File: config.mk
export PLATFORM = sky130hd
export DESIGN_NAME = gpx_regfile
export DESIGN_NICKNAME = d
export VERILOG_FILES = /design/src/rtl/gpx_pkg.sv /design/src/rtl/gpx_sync.sv /design/src/rtl/gpx_addr_dec.sv /design/src/rtl/gpx_bank.sv /design/src/rtl/gpx_regfile.sv
export SDC_FILE = /design/constraint.sdc
export NUM_CORES = 1
export LEC_CHECK = 0
export ABC_AREA = 1
export ABC_CLOCK_PERIOD_IN_PS = 3200
export CAP_MARGIN = 20
export CORE_MARGIN = 2
export CORE_UTILIZATION = 29
export CTS_CLUSTER_DIAMETER = 120
export DETAILED_ROUTE_END_ITERATION = 6
export DONT_BUFFER_PORTS = 1
export PLACE_DENSITY = 0.4
export SYNTH_ARGS = -nofsm -noshare
export SYNTH_HDL_FRONTEND = slang
export SYNTH_HIERARCHICAL = 1
export SYNTH_SLANG_ARGS = --single-unit
File: constraint.sdc
create_clock -name clk -period 3.2 [get_ports clk]
set_input_delay 0.16 -clock clk [delete_from_list [all_inputs] [get_ports clk]]
set_output_delay 0.16 -clock clk [all_outputs]
set_load 0.01 [all_outputs]
File: src/rtl/gpx_pkg.sv
package gpx_pkg;

    typedef enum logic [1:0] {
        BANK_IN  = 2'd0,
        BANK_OUT = 2'd1,
        BANK_INV = 2'd2,
        BANK_DIR = 2'd3
    } bank_e;

    typedef struct packed {
        logic  hit;
        bank_e bank;
    } sel_t;

    // smallest power of two >= n (n >= 1)
    function automatic int unsigned ceil_pow2(input int unsigned n);
        int unsigned p;
        p = 1;
        for (int i = 0; i < 16; i++) begin
            if (p < n) p = p * 2;
        end
        return p;
    endfunction

    function automatic int unsigned log2_exact(input int unsigned n);
        int unsigned r;
        r = 0;
        for (int i = 0; i < 16; i++) begin
            if ((32'd1 << i) < n) r = i + 1;
        end
        return r;
    endfunction

    // implemented-line mask for one port byte
    function automatic logic [7:0] lane_mask(input int unsigned lines, input int unsigned port);
        logic [7:0] m;
        for (int b = 0; b < 8; b++) begin
            m[b] = ((port * 8 + b) < lines);
        end
        return m;
    endfunction

endpackage

File: src/rtl/gpx_sync.sv
module gpx_sync #(
    parameter int W = 8
) (
    input  logic         clk,
    input  logic         rst,
    input  logic [W-1:0] d,
    output logic [W-1:0] q
);
    logic [W-1:0] stage1;
    logic [W-1:0] stage2;

    always_ff @(posedge clk) begin
        if (rst) begin
            stage1 <= '0;
            stage2 <= '0;
        end else begin
            stage1 <= d;
            stage2 <= stage1;
        end
    end

    assign q = stage2;

    // warm-up counter so the two-cycle look-back never reaches into reset
    logic [1:0] warm;
    always_ff @(posedge clk) begin
        if (rst)            warm <= 2'd0;
        else if (warm != 2'd2) warm <= warm + 2'd1;
    end

    p_two_stage_r6: assert property (@(posedge clk) disable iff (rst)
        (warm == 2'd2) |-> (q == $past(d, 2)));

endmodule

File: src/rtl/gpx_addr_dec.sv
module gpx_addr_dec
    import gpx_pkg::*;
#(
    parameter int ADDR_W = 8,
    parameter int PORTS  = 3,
    parameter int SH     = 2,
    parameter int PIDX_W = 2
) (
    input  logic [ADDR_W-1:0] addr,
    output sel_t              sel,
    output logic [PIDX_W-1:0] port
);
    localparam int unsigned SPACING = 1 << SH;

    logic [ADDR_W-1:0] low;
    logic [ADDR_W-1:0] high;

    always_comb begin
        low      = addr & ADDR_W'(SPACING - 1);
        high     = addr >> SH;
        sel.hit  = (high < ADDR_W'(4)) && (low < ADDR_W'(PORTS));
        sel.bank = bank_e'(high[1:0]);
        port     = low[PIDX_W-1:0];
    end

endmodule

File: src/rtl/gpx_bank.sv
module gpx_bank
    import gpx_pkg::*;
#(
    parameter int LINES    = 24,
    parameter int PORTS    = 3,
    parameter int PIDX_W   = 2,
    parameter bit RST_ONES = 1'b0
) (
    input  logic              clk,
    input  logic              rst,
    input  logic              we,
    input  logic [PIDX_W-1:0] widx,
    input  logic [7:0]        wdata,
    output logic [PORTS*8-1:0] q
);
    for (genvar p = 0; p < PORTS; p++) begin : g_port
        localparam logic [7:0] MASK = lane_mask(LINES, p);
        always_ff @(posedge clk) begin
            if (rst)
                q[p*8 +: 8] <= RST_ONES ? MASK : 8'h00;
            else if (we && (widx == PIDX_W'(p)))
                q[p*8 +: 8] <= wdata & MASK;
        end
    end

endmodule

File: src/rtl/gpx_regfile.sv
module gpx_regfile
    import gpx_pkg::*;
#(
    parameter int LINES  = 24,
    parameter int ADDR_W = 8
) (
    input  logic              clk,
    input  logic              rst,
    input  logic [ADDR_W-1:0] addr,
    input  logic [7:0]        wr_data,
    input  logic              wr_en,
    input  logic              rd_en,
    output logic [7:0]        rd_data,
    input  logic [LINES-1:0]  pin_in,
    output logic [LINES-1:0]  gpio_out,
    output logic [LINES-1:0]  gpio_oe
);
    localparam int PORTS   = (LINES + 7) / 8;
    localparam int PW      = PORTS * 8;
    localparam int SPACING = ceil_pow2(PORTS);
    localparam int SH      = log2_exact(SPACING);
    localparam int PIDX_W  = (SH > 0) ? SH : 1;
    localparam int SLOTS   = 1 << PIDX_W;

    sel_t              sel;
    logic [PIDX_W-1:0] port;

    gpx_addr_dec #(.ADDR_W(ADDR_W), .PORTS(PORTS), .SH(SH), .PIDX_W(PIDX_W)) dec_i (
        .addr(addr), .sel(sel), .port(port)
    );

    logic [PW-1:0] out_q, inv_q, dir_q;
    logic we_out, we_inv, we_dir;

    assign we_out = wr_en && sel.hit && (sel.bank == BANK_OUT);
    assign we_inv = wr_en && sel.hit && (sel.bank == BANK_INV);
    assign we_dir = wr_en && sel.hit && (sel.bank == BANK_DIR);

    gpx_bank #(.LINES(LINES), .PORTS(PORTS), .PIDX_W(PIDX_W), .RST_ONES(1'b0)) out_bank_i (
        .clk(clk), .rst(rst), .we(we_out), .widx(port), .wdata(wr_data), .q(out_q));
    gpx_bank #(.LINES(LINES), .PORTS(PORTS), .PIDX_W(PIDX_W), .RST_ONES(1'b0)) inv_bank_i (
        .clk(clk), .rst(rst), .we(we_inv), .widx(port), .wdata(wr_data), .q(inv_q));
    gpx_bank #(.LINES(LINES), .PORTS(PORTS), .PIDX_W(PIDX_W), .RST_ONES(1'b1)) dir_bank_i (
        .clk(clk), .rst(rst), .we(we_dir), .widx(port), .wdata(wr_data), .q(dir_q));

    logic [LINES-1:0] pin_s;
    gpx_sync #(.W(LINES)) sync_i (.clk(clk), .rst(rst), .d(pin_in), .q(pin_s));

    logic [PW-1:0] in_view;
    assign in_view = PW'(pin_s) ^ inv_q;

    // byte views indexed by port slot; slots past the last port read zero
    logic [7:0] in_b  [SLOTS];
    logic [7:0] out_b [SLOTS];
    logic [7:0] inv_b [SLOTS];
    logic [7:0] dir_b [SLOTS];

    for (genvar s = 0; s < SLOTS; s++) begin : g_slot
        if (s < PORTS) begin : g_real
            assign in_b[s]  = in_view[s*8 +: 8];
            assign out_b[s] = out_q[s*8 +: 8];
            assign inv_b[s] = inv_q[s*8 +: 8];
            assign dir_b[s] = dir_q[s*8 +: 8];
        end else begin : g_hole
            assign in_b[s]  = 8'h00;
            assign out_b[s] = 8'h00;
            assign inv_b[s] = 8'h00;
            assign dir_b[s] = 8'h00;
        end
    end

    logic [7:0] rd_mux;
    always_comb begin
        rd_mux = 8'h00;
        if (sel.hit) begin
            unique case (sel.bank)
                BANK_IN:  rd_mux = in_b[port];
                BANK_OUT: rd_mux = out_b[port];
                BANK_INV: rd_mux = inv_b[port];
                BANK_DIR: rd_mux = dir_b[port];
            endcase
        end
    end

    always_ff @(posedge clk) begin
        if (rst)        rd_data <= 8'h00;
        else if (rd_en) rd_data <= rd_mux;
    end

    assign gpio_out = out_q[LINES-1:0];
    assign gpio_oe  = ~dir_q[LINES-1:0];

    p_reset_state_r8: assert property (@(posedge clk) disable iff (rst)
        $fell(rst) |-> (gpio_oe == '0 && gpio_out == '0));

    p_miss_read_zero_r3: assert property (@(posedge clk) disable iff (rst)
        (rd_en && !sel.hit) |=> (rd_data == 8'h00));

    p_miss_write_ignored_r4: assert property (@(posedge clk) disable iff (rst)
        (wr_en && !sel.hit) |=> ($stable(gpio_out) && $stable(gpio_oe) && $stable(inv_q)));

    p_input_readonly_r5: assert property (@(posedge clk) disable iff (rst)
        (wr_en && sel.hit && sel.bank == BANK_IN) |=>
            ($stable(gpio_out) && $stable(gpio_oe) && $stable(inv_q)));

    p_rdata_hold_r10: assert property (@(posedge clk) disable iff (rst)
        !rd_en |=> $stable(rd_data));

endmodule

* Yosys cells after proc, flatten, opt, wreduce, memory -nomap -nowiden
Cells that the tools add are included.
** Word-level totals
- Output and inout bits :: 56
- Register bits :: 128
** Cells by class
- Order comparisons :: 3
- Bitwise logic cells :: 3
- Equal/unequal tests :: 5
- Reduce and logical (&&, ||, !) cells :: 16
- Multiplexer cells :: 14
** Operator list (count)
- two-way mux 8 bit :: 9
- binary-select mux 8 bit (select 2 bit) :: 4
- case mux 8 bit (4 select lines) :: 1
- NOT 24 bit :: 1
- XOR 24 bit :: 1
- logical AND 1 bit :: 14
- == test 2 bit, second input constant :: 3
- less-than comparator 6 x 3 -> 1 bit, second input constant :: 1
- == test 2 x 1 -> 1 bit, second input constant :: 2
- zero test 2 bit :: 2
- >= comparator 3 bit, second input constant :: 1
- NOT 2 -> 3 bit :: 1
- less-than comparator 2 bit, second input constant :: 1

* Longest topological paths before layout
Gate-level depths: netlist (run 1).
- Word-level depth :: 6
- Mapped depth :: 11
- Depth with buffers taken out :: 9

* By module
Netlist (run 1), hierarchy kept.
** Modules (own cells, without submodules)
- gpx_bank at inv_bank_i ... :: area each 1062.3 µm², instances 2, cells an instance 157, sequential area each 480.5 µm²
- gpx_regfile :: area each 1893.1 µm², instances 1, cells an instance 408, sequential area each 160.2 µm²
- gpx_sync :: area each 1365.1 µm², instances 1, cells an instance 149, sequential area each 960.9 µm²
- gpx_bank at dir_bank_i :: area each 970.9 µm², instances 1, cells an instance 110, sequential area each 480.5 µm²
- gpx_addr_dec :: area each 58.8 µm², instances 1, cells an instance 11, sequential area each 0.0 µm²

* Worst setup path after synthesis (run 1)
OpenSTA, ideal clock, no wires.
- Kind :: input -> register
- Start :: input port addr[3]
- End :: register out_bank_i.q[16]
- Slack :: 1.740 ns
- Cell stages on the path :: 9
- Arrival :: 1.347 ns
- Data required time :: 3.087 ns
- Buffers on the path :: 5
- Path through :: buf_4 buf_4 buf_4 nor3_1 buf_6 nand3_4 buf_6 nor2_1 nor2_1
** Between the ends
- Word-level cells in the longest chain between the ends :: 5
- Elaborated cells between the ends (all ways) :: 6
** RTL lines
- from (decl) :: line gpx_regfile.sv:9 : input logic [ADDR_W-1:0] addr,
- less-than comparator 6 x 3 -> 1 bit :: line gpx_addr_dec.sv:21 : sel.hit = (high < ADDR_W'(4)) && (low < ADDR_W'(PORTS));
- logical AND 1 bit :: line gpx_addr_dec.sv:21
- logical AND 1 bit :: line gpx_regfile.sv:35 : assign we_out = wr_en && sel.hit && (sel.bank == BANK_OUT);
- logical AND 1 bit (*) :: line gpx_regfile.sv:35
- via we_out :: line gpx_regfile.sv:33 : logic we_out, we_inv, we_dir;
- logical AND 1 bit (*) :: line gpx_bank.sv:21 : else if (we && (widx == PIDX_W'(p)))
- to (signal, indexed assignment) :: line gpx_bank.sv:20 : q[p*8 +: 8] <= RST_ONES ? MASK : 8'h00;
- to (signal, indexed assignment) :: line gpx_bank.sv:22 : q[p*8 +: 8] <= wdata & MASK;
- to (decl) :: line gpx_bank.sv:14 : output logic [PORTS*8-1:0] q
Mark *: on every way through the listed nets, which the timed path passes. The rest lies on a longest branch.
A chain may end at the register's enable or synchronous reset.

==> run summary, run 1 <==
RUN STATUS
------------------------------------------------------------------------------------------
Result of the run ........................................................... finished, final reports clean

DRT
------------------------------------------------------------------------------------------
DR pass1 iterations .........................................................            5
Ratio of routed vias to standard cells ......................................         4.41
Wire length per cell ........................................................      15.6 µm
Detailed-route wire length ..................................................      20.3 mm
First DRT Iteration DRCs ....................................................          341
Number of remaining DRC errors ..............................................            0
Remaining antenna violation count after routing .............................            0
Via count ...................................................................         5726

SETUP PATH
------------------------------------------------------------------------------------------
Arrival @ worst endpoint ....................................................      1.74 ns
Sum of buffers and inverters on the critical path ...........................            1
CP startpoint kind ..........................................................    input pin
Standard cell with the maximum stage delay on the critical path ............. sky130_fd_sc_hd__nor2_2
Crit path max fanout ........................................................           17
Delay contributed by the slowest stage of the critical path .................      0.71 ns
Worst reg2reg endpoint ...................................................... rd_data[5]$_SDFFE_PP0P_
Endpoint type of the worst setup path .......................................     register
Critical register-to-register path startpoint ............................... inv_bank_i/q[21]$_SDFFE_PP0P_
Kind of cell adding the most delay to the critical path ..................... simple AND/OR/NAND/NOR gates
FF-to-FF path depth .........................................................            8
Cell Chain, Critical Path ................................................... nor2_1 -> nand2_1 -> nor2_2 -> nand2_1 -> nor2_2 -> buf_4 -> nand3_1 -> nand3_1
Setup Crit Path Kind ........................................................       in2reg
Critical path data required time ............................................      3.56 ns
Setup slack of the most critical reg-to-reg path ............................      1.93 ns

FINAL LAYOUT
------------------------------------------------------------------------------------------
Layout Area Growth over Synthesis ...........................................        15.7%
Layout cell share with drive strength beyond 1 ..............................        6.58%
Number of nets in the layout ................................................         1049
Diodes inserted .............................................................            0
End-of-flow core utilization ................................................        34.1%
Post-layout instance count excluding filler cells ...........................         1298
Post-layout instance area ...................................................     7420 µm²

SYNTHESIS
------------------------------------------------------------------------------------------
Unique masters post-synth ...................................................           24
Register bit count reported by yosys ........................................          128
Share of the synthesized area in the top cell type ..........................        40.0%
Gate count of the mapped netlist ............................................          992
Part of the Yosys area used for sequential elements .........................        40.0%
Ys async rst share ..........................................................           0%
Number of enable flip-flop cells after synthesis ............................            0
Area leader, netlist ........................................................ sky130_fd_sc_hd__dfxtp_1
Post-synth net total ........................................................         1036
Most used flip-flop cell after synthesis .................................... sky130_fd_sc_hd__dfxtp_1
Syn Area/Cell ...............................................................     6.46 µm²
Dominant cell by count in the synthesized netlist ........................... sky130_fd_sc_hd__nand2_1
Synthesis Warnings ..........................................................            6
Netlist Area Pre-Place ......................................................     6410 µm²
Top cells by instance count after synthesis ................................. sky130_fd_sc_hd__nand2_1, sky130_fd_sc_hd__inv_1, sky130_fd_sc_hd__nor2_1, sky130_fd_sc_hd__dfxtp_1, sky130_fd_sc_hd__nand3_1
Largest cells by area after synthesis ....................................... sky130_fd_sc_hd__dfxtp_1, sky130_fd_sc_hd__nand2_1, sky130_fd_sc_hd__inv_1, sky130_fd_sc_hd__nand3_1, sky130_fd_sc_hd__nor2_1

TIMING
------------------------------------------------------------------------------------------
Number of endpoints failing setup at the final stage ........................            0
Final number of hold-violating endpoints ....................................            0
Setup repair after global routing missed its margin .........................           no
Final critical-path required period .........................................      1.39 ns
Final-layout setup total negative slack .....................................         0 ns
Worst Max-Slew Pin Slew .....................................................     0.909 ns
Max-slew violation total from the final report ..............................            0
Tightest hold margin ........................................................    0.0163 ns
Share of the cycle needed by the critical path after routing ................        43.4%
Post-route setup slack ......................................................      1.81 ns
Maximum clock rate ..........................................................    0.720 GHz
Relative slew margins .......................................................        39.3%
Final worst clock skew ......................................................    0.0154 ns

PWR
------------------------------------------------------------------------------------------
Internal Pwr Total ..........................................................      2.89 mW
Part of the power in registers ..............................................        41.9%
Proportion of power drawn by the clock network ..............................        51.1%
Overall power of the completed layout .......................................      3.91 mW
Proportion of power drawn by combinational gates ............................         7.0%
Sw power ....................................................................      1.03 mW
Maximum vdd ir drop .........................................................   0.000299 V
Ratio of total power to cell area ...........................................   527 nW/µm²
LEAKAGE .....................................................................      3.75 nW
Switching power as a share of total power ...................................        26.2%

HOLD PATH
------------------------------------------------------------------------------------------
Count of cells along the worst hold path ....................................            3
Origin of the worst min-delay path ..........................................      addr[1]
Type of the most critical hold path .........................................       in2reg
Capture endpoint of the worst hold path ..................................... out_bank_i/q[3]$_SDFFE_PP0P_

DIE
------------------------------------------------------------------------------------------
Starting density of the core ................................................        29.5%
I/O pin total ...............................................................          100
Core region area ............................................................    21800 µm²
Die H .......................................................................       153 µm
Standard-cell row count .....................................................           54
Die extent in x .............................................................       153 µm
Die Outline Area ............................................................    23300 µm²

CLOCKING
------------------------------------------------------------------------------------------
H-tree depth ................................................................            4
Postcts setup bufs ..........................................................            0
Clock edge transition at the registers on the reported setup and hold paths .      0.06 ns
TritonCTS clock tree ........................................................          yes
Sink Count ..................................................................          128
Cell at the root of the clock tree .......................................... sky130_fd_sc_hd__clkbuf_16
Clk_lat worst skew ..........................................................      0.43 ns
Number of buffers created by CTS ............................................           17
Clk buf depth ...............................................................            2

GLOBAL ROUTING
------------------------------------------------------------------------------------------
Antenna violations before repair ............................................            0
Combined global-route utilization of all metal layers .......................        17.4%
Largest net degree at the start of global routing ...........................           57
Global-route wire length before repair ......................................      30.9 mm
Number of global-route vias before repair ...................................         5170
Total congestion overflow ...................................................            0

PLACE
------------------------------------------------------------------------------------------
Placed wire-length estimate after detailed placement ........................      13.6 mm
Standard cell area after detailed placement .................................     6450 µm²
Cell Count Post-Placement ...................................................         1231
Final RePlAce weighted congestion ...........................................        0.781
Worst setup slack after placement ...........................................      1.39 ns
IO Port Bufs ................................................................            0

RUN
------------------------------------------------------------------------------------------
Number of maximum-capacitance constraint violations .........................            0

[final cells by class]
type / count / area [µm²]
multi-input cells: 610 / 2730
well taps: 280 / 350
repair buffers: 39 / 398
inverters: 209 / 787
flip-flops and latches: 128 / 2560
clock inverters: 15 / 174
clock buffers: 17 / 425
fillers: 2443 / 14300
[flip-flops by register name (all words and copies together), names as in the netlist]
signal and count:
dir_bank_i/q 24, inv_bank_i/q 24, out_bank_i/q 24, sync_i/q 24, sync_i/stage1 24, rd_data 8
[power groups by stage]
stage	sequential (mW)	clock [mW]	combinational [mW]
detailed placement	1.68	0	0.195
CTS	1.64	2.06	0.277
floorplan	1.67	0	0.196
global placement	1.68	0	0.196
finish	1.64	2.00	0.274
global route	1.64	2.12	0.307
[kinds of logic (layout without fill, tap and decap cells)]
| family | Yosys count | count (layout) | share of synthesized area [%] |
|---|---|---|---|
| DFF | 128 | 128 | 40.0 |
| and+or+nand+nor | 570 | 570 | 39.1 |
| buffers and inverters | 254 | 280 | 17.7 |
| AOI/OAI and AO/OA | 40 | 40 | 3.24 |
[layout by cell type, fill, tap and decap left out, drive strengths merged]
master         n
clkbuf        17
nor2         139
dfxtp        128
dlygate4sd3   34
buf            5
a21oi         40
nand4         16
nand3        134
clkinv         4
bufinv         2
clkinvlp       1
nor3           2
inv          217
nand2        279
[how the worst max path moves through the flow]
stage	startpoint	end	slack, ns	depth (start not counted)
global route	addr[7]	dir_bank_i/q[19]$_SDFFE_PP1P_	1.65	8
finish	addr[7]	dir_bank_i/q[4]$_SDFFE_PP1P_	1.81	8
global placement	addr[7]	dir_bank_i/q[6]$_SDFFE_PP1P_	1.42	8
floorplan	addr[3]	out_bank_i/q[16]$_SDFFE_PP0P_	1.74	9
CTS	addr[7]	dir_bank_i/q[4]$_SDFFE_PP1P_	1.81	8
detailed placement	addr[7]	dir_bank_i/q[4]$_SDFFE_PP1P_	1.39	8
[worst register-to-register path, delay by kind of cell, from the launching register on]
kind            cells  cell delay, ns
simple gates        6            0.65
flops               1            0.35
compound gates      1            0.12
buf+inv             1            0.07
[routing by layer]
layer	share of wire [%]	GRT usage (%)	up-vias	wire length (µm)
met5	0	0	-	0
met4	2.1	5.91	0	431
met3	4.0	3.81	25	802
met2	45	26.7	112	9040
met1	49	24.2	2589	10000
li1	-	-	3000	-
[repair_timing]
action                                 in CTS  in global routing
endpoints found under the hold margin     128                  0
resized for setup                           0                  0
setup endpoints to repair                   0                  0
hold buffers                               35                  0
No activity file was read; power rests on OpenSTA's default activity.
==> run 2, diff against run 1 <==
ABC_CLOCK_PERIOD_IN_PS = 1200   (was 3200)
PLACE_DENSITY = 0.41   (was 0.4)
clock period = 1.2 ns   (was 3.2 ns; I/O delays follow)
==> run 2 against run 1 <==
Wire length is 5.6% higher. Count of clock-buffer cells in the layout stayed put. Sequential cell count stayed put. Hold slack better by 0.0060 ns. Core utilization is 4.1 points higher. Combinational power grew to 3.2 times the previous value. Critical endpoint is now rd_data[4]$_SDFFE_PP0P_.
==> run summary, run 2 (synthesis gave the netlist of run 1 again) <==
CLOCKING
------------------------------------------------------------------------------------------
Cell at the root of the clock tree .......................................... sky130_fd_sc_hd__clkbuf_16
TritonCTS clock tree ........................................................          yes
Clock edge transition at the registers on the reported setup and hold paths .      0.06 ns
Clk buf depth ...............................................................            2
Number of buffers created by CTS ............................................           17
Sink Count ..................................................................          128
H-tree depth ................................................................            4
Clk_lat worst skew ..........................................................      0.43 ns

PWR
------------------------------------------------------------------------------------------
LEAKAGE .....................................................................      4.27 nW
Part of the power in registers ..............................................        41.3%
Switching power as a share of total power ...................................        26.4%
Internal Pwr Total ..........................................................      7.78 mW
Maximum vdd ir drop .........................................................   0.000911 V
Sw power ....................................................................      2.79 mW
Proportion of power drawn by the clock network ..............................        50.3%
Overall power of the completed layout .......................................      10.6 mW
Ratio of total power to cell area ...........................................  1270 nW/µm²
Proportion of power drawn by combinational gates ............................         8.3%

SETUP PATH
------------------------------------------------------------------------------------------
Arrival @ worst endpoint ....................................................      1.49 ns
Critical register-to-register path startpoint ............................... inv_bank_i/q[20]$_SDFFE_PP0P_
Startpoint of the worst setup timing path ................................... inv_bank_i/q[20]$_SDFFE_PP0P_
Standard cell with the maximum stage delay on the critical path ............. sky130_fd_sc_hd__dfxtp_1
Delay contributed by the slowest stage of the critical path .................      0.31 ns
Critical path data required time ............................................      1.56 ns
CP startpoint kind ..........................................................     register
Cell Chain, Critical Path ................................................... buf_4 -> nand2_1 -> nand3_1 -> nand2_1 -> inv_1 -> a21oi_2 -> nand2_2 -> a21oi_2
Endpoint type of the worst setup path .......................................     register
Crit path max fanout ........................................................            2
Setup Crit Path Kind ........................................................      reg2reg

DIE
------------------------------------------------------------------------------------------
I/O pin total ...............................................................          100
Starting density of the core ................................................        29.5%
Core region area ............................................................    21800 µm²
Die Outline Area ............................................................    23300 µm²
Die H .......................................................................       153 µm
Die extent in x .............................................................       153 µm
Standard-cell row count .....................................................           54

TIMING
------------------------------------------------------------------------------------------
Number of endpoints failing setup at the final stage ........................            0
Tightest hold margin ........................................................    0.0224 ns
Final-layout setup total negative slack .....................................         0 ns
Final number of hold-violating endpoints ....................................            0
Post-route setup slack ......................................................    0.0672 ns
Worst Max-Slew Pin Slew .....................................................     0.773 ns
Setup repair after global routing missed its margin .........................          yes
Maximum clock rate ..........................................................    0.883 GHz
Final critical-path required period .........................................      1.13 ns
Relative slew margins .......................................................        48.3%
Share of the cycle needed by the critical path after routing ................        94.4%
Final worst clock skew ......................................................   0.00926 ns
Max-slew violation total from the final report ..............................            0

DRT
------------------------------------------------------------------------------------------
Detailed-routed wire length on met3 .........................................       818 µm
First DRT Iteration DRCs ....................................................          369
Ratio of routed vias to standard cells ......................................         4.41
M1 WL .......................................................................      10.5 mm
Via count ...................................................................         6109
Wire length per cell ........................................................      15.4 µm
Remaining antenna violation count after routing .............................            0
Top layer in use ............................................................         met5
DR pass1 iterations .........................................................            5
Number of remaining DRC errors ..............................................            0
Total length of routed met2 wires ...........................................      9.65 mm
Detailed-route wire length ..................................................      21.4 mm

FINAL LAYOUT
------------------------------------------------------------------------------------------
Area of the multi-input gates ...............................................     2800 µm²
Post-layout instance area ...................................................     8310 µm²
Layout cell share with drive strength beyond 1 ..............................        14.9%
Post-layout instance count excluding filler cells ...........................         1386
End-of-flow core utilization ................................................        38.2%
Diodes inserted .............................................................            0
Count of filler cells inserted in the layout ................................         2403
Commonest cells after routing, fill and taps aside .......................... sky130_fd_sc_hd__nand2_1, sky130_fd_sc_hd__inv_1, sky130_fd_sc_hd__nor2_1
Storage element area ........................................................     2570 µm²
Layout Area Growth over Synthesis ...........................................        29.6%
Number of nets in the layout ................................................         1137
Most frequent standard cell in the layout excluding fill and tap cells ...... sky130_fd_sc_hd__nand2_1

GLOBAL ROUTING
------------------------------------------------------------------------------------------
Antenna violations before repair ............................................            1
Total congestion overflow ...................................................            0
Largest net degree at the start of global routing ...........................           37
Combined global-route utilization of all metal layers .......................        18.4%
Number of global-route vias before repair ...................................         5654
Global-route wire length before repair ......................................      32.7 mm

PLACE
------------------------------------------------------------------------------------------
IO Port Bufs ................................................................            0
Worst setup slack after placement ...........................................    -0.166 ns
Cell Count Post-Placement ...................................................         1297
Final RePlAce weighted congestion ...........................................        0.817
Placed wire-length estimate after detailed placement ........................      13.9 mm
Standard cell area after detailed placement .................................     7020 µm²

RUN STATUS
------------------------------------------------------------------------------------------
Result of the run ........................................................... finished, final reports clean

HOLD PATH
------------------------------------------------------------------------------------------
Origin of the worst min-delay path ..........................................      addr[0]
Type of the most critical hold path .........................................       in2reg

RUN
------------------------------------------------------------------------------------------
Number of maximum-capacitance constraint violations .........................            0

[run 2: changes by cell type in the layout (fill, tap and decap cells not counted), sizes merged]
| cell | before | now |
|---|---|---|
| clkinvlp | 1 | 2 |
| buf | 5 | 76 |
| clkinv | 4 | 3 |
| dlygate4sd3 | 34 | 51 |
[run 2: metal layers]
metal,track usage [%],vias to the layer above
li1,-,3179
met1,25.5,2801
met2,28.6,101
met3,3.61,26
met4,6.39,2
met5,0,-
[run 2: area by class of cell]
type                            instances  area share [%]
Clock buffer                           17            5.12
Inverter                              209            9.47
Tap cell                              280            4.22
Timing Repair Buffer                  127            14.5
Sequential cell                       128            31.0
Multi-Input combinational cell        610            33.6
Clock inverter                         15            2.05
[run 2: what timing repair did]
item                       in CTS  in global routing
resized for setup               0                 26
hold endpoints to repair      128                  0
buffers inserted                0                  2
hold buffers                   55                  0
setup endpoints to repair       0                 10
[run 2: worst paths after layout]
kind	slack [ns]	to	cells after the start
worst min register to register	0.40	sync_i/q[16]$_SDFF_PP0_	2
worst max-delay path	0.07	rd_data[4]$_SDFFE_PP0P_	8
worst min-delay path	0.02	dir_bank_i/q[14]$_SDFFE_PP1P_	3
worst max register to register	0.07	rd_data[4]$_SDFFE_PP0P_	8
[run 2: worst max-delay path: cells and delay by family (launching register included)]
family                 cells  cell delay [ns]
and+or+nand+nor            4             0.33
AOI/OAI and AO/OA          2             0.24
buffers and inverters      2             0.19
DFF                        1             0.31
[run 2: power groups by stage]
stage,sequential [mW],clock [mW],combinational [mW]
after global placement,4.46,0,0.563
final,4.37,5.32,0.882
after CTS,4.37,5.47,0.866
after floorplan,4.45,0,0.526
after global routing,4.37,5.63,0.976
after detailed placement,4.46,0,0.564
==> run 3, diff against run 2 <==
REMOVE_ABC_BUFFERS = 1   (was not set)
==> run 3 against run 2 <==
Core utilization shrank 0.43 points. Setup slack lost 0.0036 ns. Sequential power is essentially flat. Cell area shrank 1.1%. Non-clock buffer count shrank 13. Fmax shrank 0.32%. Largest power group unchanged. Power shrank 0.53%. Critical path depth shrank 2. Clock power is essentially flat. Combinational power shrank 2.5%. Global-route usage shrank 0.46 points. Sequential share of layout area grew 0.35 points.
==> run summary, run 3 (synthesis gave the netlist of run 1 again) <==
PWR
------------------------------------------------------------------------------------------
Sw power ....................................................................      2.60 mW
Ratio of total power to cell area ...........................................  1280 nW/µm²
Switching power as a share of total power ...................................        24.8%
Part of the power in registers ..............................................        41.5%
Proportion of power drawn by combinational gates ............................         8.2%
Internal Pwr Total ..........................................................      7.91 mW
LEAKAGE .....................................................................      4.22 nW
Maximum vdd ir drop .........................................................   0.000823 V
Proportion of power drawn by the clock network ..............................        50.3%

TIMING
------------------------------------------------------------------------------------------
Final critical-path required period .........................................      1.14 ns
Post-route setup slack ......................................................    0.0636 ns
Share of the cycle needed by the critical path after routing ................        94.7%
Final worst clock skew ......................................................   0.00611 ns
Tightest hold margin ........................................................    0.0302 ns
Worst Max-Slew Pin Slew .....................................................     0.761 ns
Maximum clock rate ..........................................................    0.880 GHz
Max-slew violation total from the final report ..............................            0
Setup repair after global routing missed its margin .........................          yes
Number of endpoints failing setup at the final stage ........................            0
Relative slew margins .......................................................        49.1%
Final number of hold-violating endpoints ....................................            0

GLOBAL ROUTING
------------------------------------------------------------------------------------------
Antenna violations before repair ............................................            0
Number of global-route vias before repair ...................................         5395
Total congestion overflow ...................................................            0
Global-route wire length before repair ......................................      31.9 mm
Combined global-route utilization of all metal layers .......................        18.0%
Largest net degree at the start of global routing ...........................           37

SETUP PATH
------------------------------------------------------------------------------------------
Total number of cells along the worst setup path ............................            6
CP startpoint kind ..........................................................     register
Arrival @ worst endpoint ....................................................      1.49 ns
Delay contributed by the slowest stage of the critical path .................      0.37 ns
Setup slack of the most critical reg-to-reg path ............................      0.06 ns
Sum of buffers and inverters on the critical path ...........................            0
Kind of cell adding the most delay to the critical path ..................... simple AND/OR/NAND/NOR gates
Worst reg2reg endpoint ...................................................... rd_data[6]$_SDFFE_PP0P_
Endpoint type of the worst setup path .......................................     register
Startpoint of the worst setup timing path ................................... inv_bank_i/q[14]$_SDFFE_PP0P_
FF-to-FF path depth .........................................................            6
Crit path max fanout ........................................................            4
Standard cell with the maximum stage delay on the critical path ............. sky130_fd_sc_hd__dfxtp_1
Cell Chain, Critical Path ................................................... nand2_1 -> nand3_1 -> nand3_1 -> a21oi_1 -> nand2_1 -> a21oi_1
Setup Crit Path Kind ........................................................      reg2reg
Critical register-to-register path startpoint ............................... inv_bank_i/q[14]$_SDFFE_PP0P_
Capture point of the worst path ............................................. rd_data[6]$_SDFFE_PP0P_
Critical path data required time ............................................      1.56 ns

DRT
------------------------------------------------------------------------------------------
Wire length per cell ........................................................      15.1 µm
Ratio of routed vias to standard cells ......................................         4.29
Detailed-route wire length ..................................................      20.8 mm
DR pass1 iterations .........................................................            5
Number of remaining DRC errors ..............................................            0
Via count ...................................................................         5897
First DRT Iteration DRCs ....................................................          363
Remaining antenna violation count after routing .............................            0

HOLD PATH
------------------------------------------------------------------------------------------
Type of the most critical hold path .........................................       in2reg
Origin of the worst min-delay path ..........................................      addr[1]

FINAL LAYOUT
------------------------------------------------------------------------------------------
Diodes inserted .............................................................            0
Most frequent standard cell in the layout excluding fill and tap cells ...... sky130_fd_sc_hd__nand2_1
Layout cell share with drive strength beyond 1 ..............................        13.5%
Layout Area Growth over Synthesis ...........................................        28.1%
Count of filler cells inserted in the layout ................................         2386
Commonest cells after routing, fill and taps aside .......................... sky130_fd_sc_hd__nand2_1, sky130_fd_sc_hd__inv_1, sky130_fd_sc_hd__nor2_1
Number of nets in the layout ................................................         1124

CLOCKING
------------------------------------------------------------------------------------------
Sink Count ..................................................................          128
Cell at the root of the clock tree .......................................... sky130_fd_sc_hd__clkbuf_16
Postcts setup bufs ..........................................................            0
Number of buffers created by CTS ............................................           17
TritonCTS clock tree ........................................................          yes
Clock edge transition at the registers on the reported setup and hold paths .      0.06 ns
Clk_lat worst skew ..........................................................      0.42 ns
Clk buf depth ...............................................................            2
H-tree depth ................................................................            4

RUN STATUS
------------------------------------------------------------------------------------------
Result of the run ........................................................... finished, final reports clean

DIE
------------------------------------------------------------------------------------------
Core region area ............................................................    21800 µm²
Die H .......................................................................       153 µm
Die Outline Area ............................................................    23300 µm²
I/O pin total ...............................................................          100
Die extent in x .............................................................       153 µm
Starting density of the core ................................................        29.5%
Standard-cell row count .....................................................           54

RUN
------------------------------------------------------------------------------------------
Number of maximum-capacitance constraint violations .........................            0

PLACE
------------------------------------------------------------------------------------------
IO Port Bufs ................................................................            0
Worst setup slack after placement ...........................................    -0.151 ns
Final RePlAce weighted congestion ...........................................        0.813
Placed wire-length estimate after detailed placement ........................      13.4 mm

-- run 3: cell count changes in the layout (fill, tap and decap cells not counted), sizes merged --
cell	previous run	this run
inv	217	211
clkinv	3	9
buf	76	63
clkinvlp	2	1
bufinv	2	3
-- run 3: routing by layer --
layer | GRT usage (%) | vias to the layer above | share of wire, %
li1 | - | 3144 | -
met1 | 24.2 | 2624 | 48
met3 | 4.35 | 18 | 4.7
met4 | 4.85 | 0 | 1.2
met2 | 28.7 | 111 | 46
met5 | 0 | - | 0
-- run 3: power groups by stage --
stage / clock network [mW] / logic, mW / registers (mW)
final: 5.29 / 0.860 / 4.37
after global routing: 5.63 / 0.951 / 4.37
after CTS: 5.44 / 0.863 / 4.37
after detailed placement: 0 / 0.558 / 4.46
after global placement: 0 / 0.559 / 4.46
after floorplan: 0 / 0.376 / 4.45
-- run 3: through the flow --
stage                     instance area, µm²  power (mW)  cells  setup TNS (ns)  util (%)
after global placement                  6940        5.02   1286           -5.58      31.9
after floorplan                         6060        4.83    947          -60.18         -
after global routing                    8220        11.0   1373        -0.00133      37.8
after detailed placement                6940        5.02   1286           -6.28      31.9
after CTS                               8130        10.7   1373               0      37.4
final                                   8220        10.5   1373               0      37.8
-- run 3: how the worst min path moves through the flow --
stage	end	slack, ns	cells after the start
2_1_floorplan	rd_data[3]$_SDFFE_PP0P_	0.12	1
5_1_grt	inv_bank_i/q[10]$_SDFFE_PP0P_	0.02	4
6_report	inv_bank_i/q[11]$_SDFFE_PP0P_	0.03	4
4_1_cts	inv_bank_i/q[10]$_SDFFE_PP0P_	0.007	4
3_3_place_gp	rd_data[7]$_SDFFE_PP0P_	0.13	1
3_5_place_dp	rd_data[3]$_SDFFE_PP0P_	0.13	1
-- run 3: repair_timing --
item	in CTS	in global routing
endpoints found under the hold margin	128	0
setup endpoints to repair	0	8
hold buffers	55	0
gates resized for setup	0	24
-- run 3: worst min-delay path, cell delays in order --
cell	delay, ns
sky130_fd_sc_hd__inv_1	0.05
sky130_fd_sc_hd__nand3_4	0.15
sky130_fd_sc_hd__nor2_1	0.06
sky130_fd_sc_hd__nor2_1	0.09
-- run 3: layout make-up --
type	instances	area, µm²	share of cell area, %
repair buffers	114	1120	13.6
well taps	280	350	4.26
clock buffers	17	425	5.18
flip-flops and latches	128	2570	31.3
inverters	209	787	9.58
clock inverters	15	168	2.04
multi-input cells	610	2800	34.0
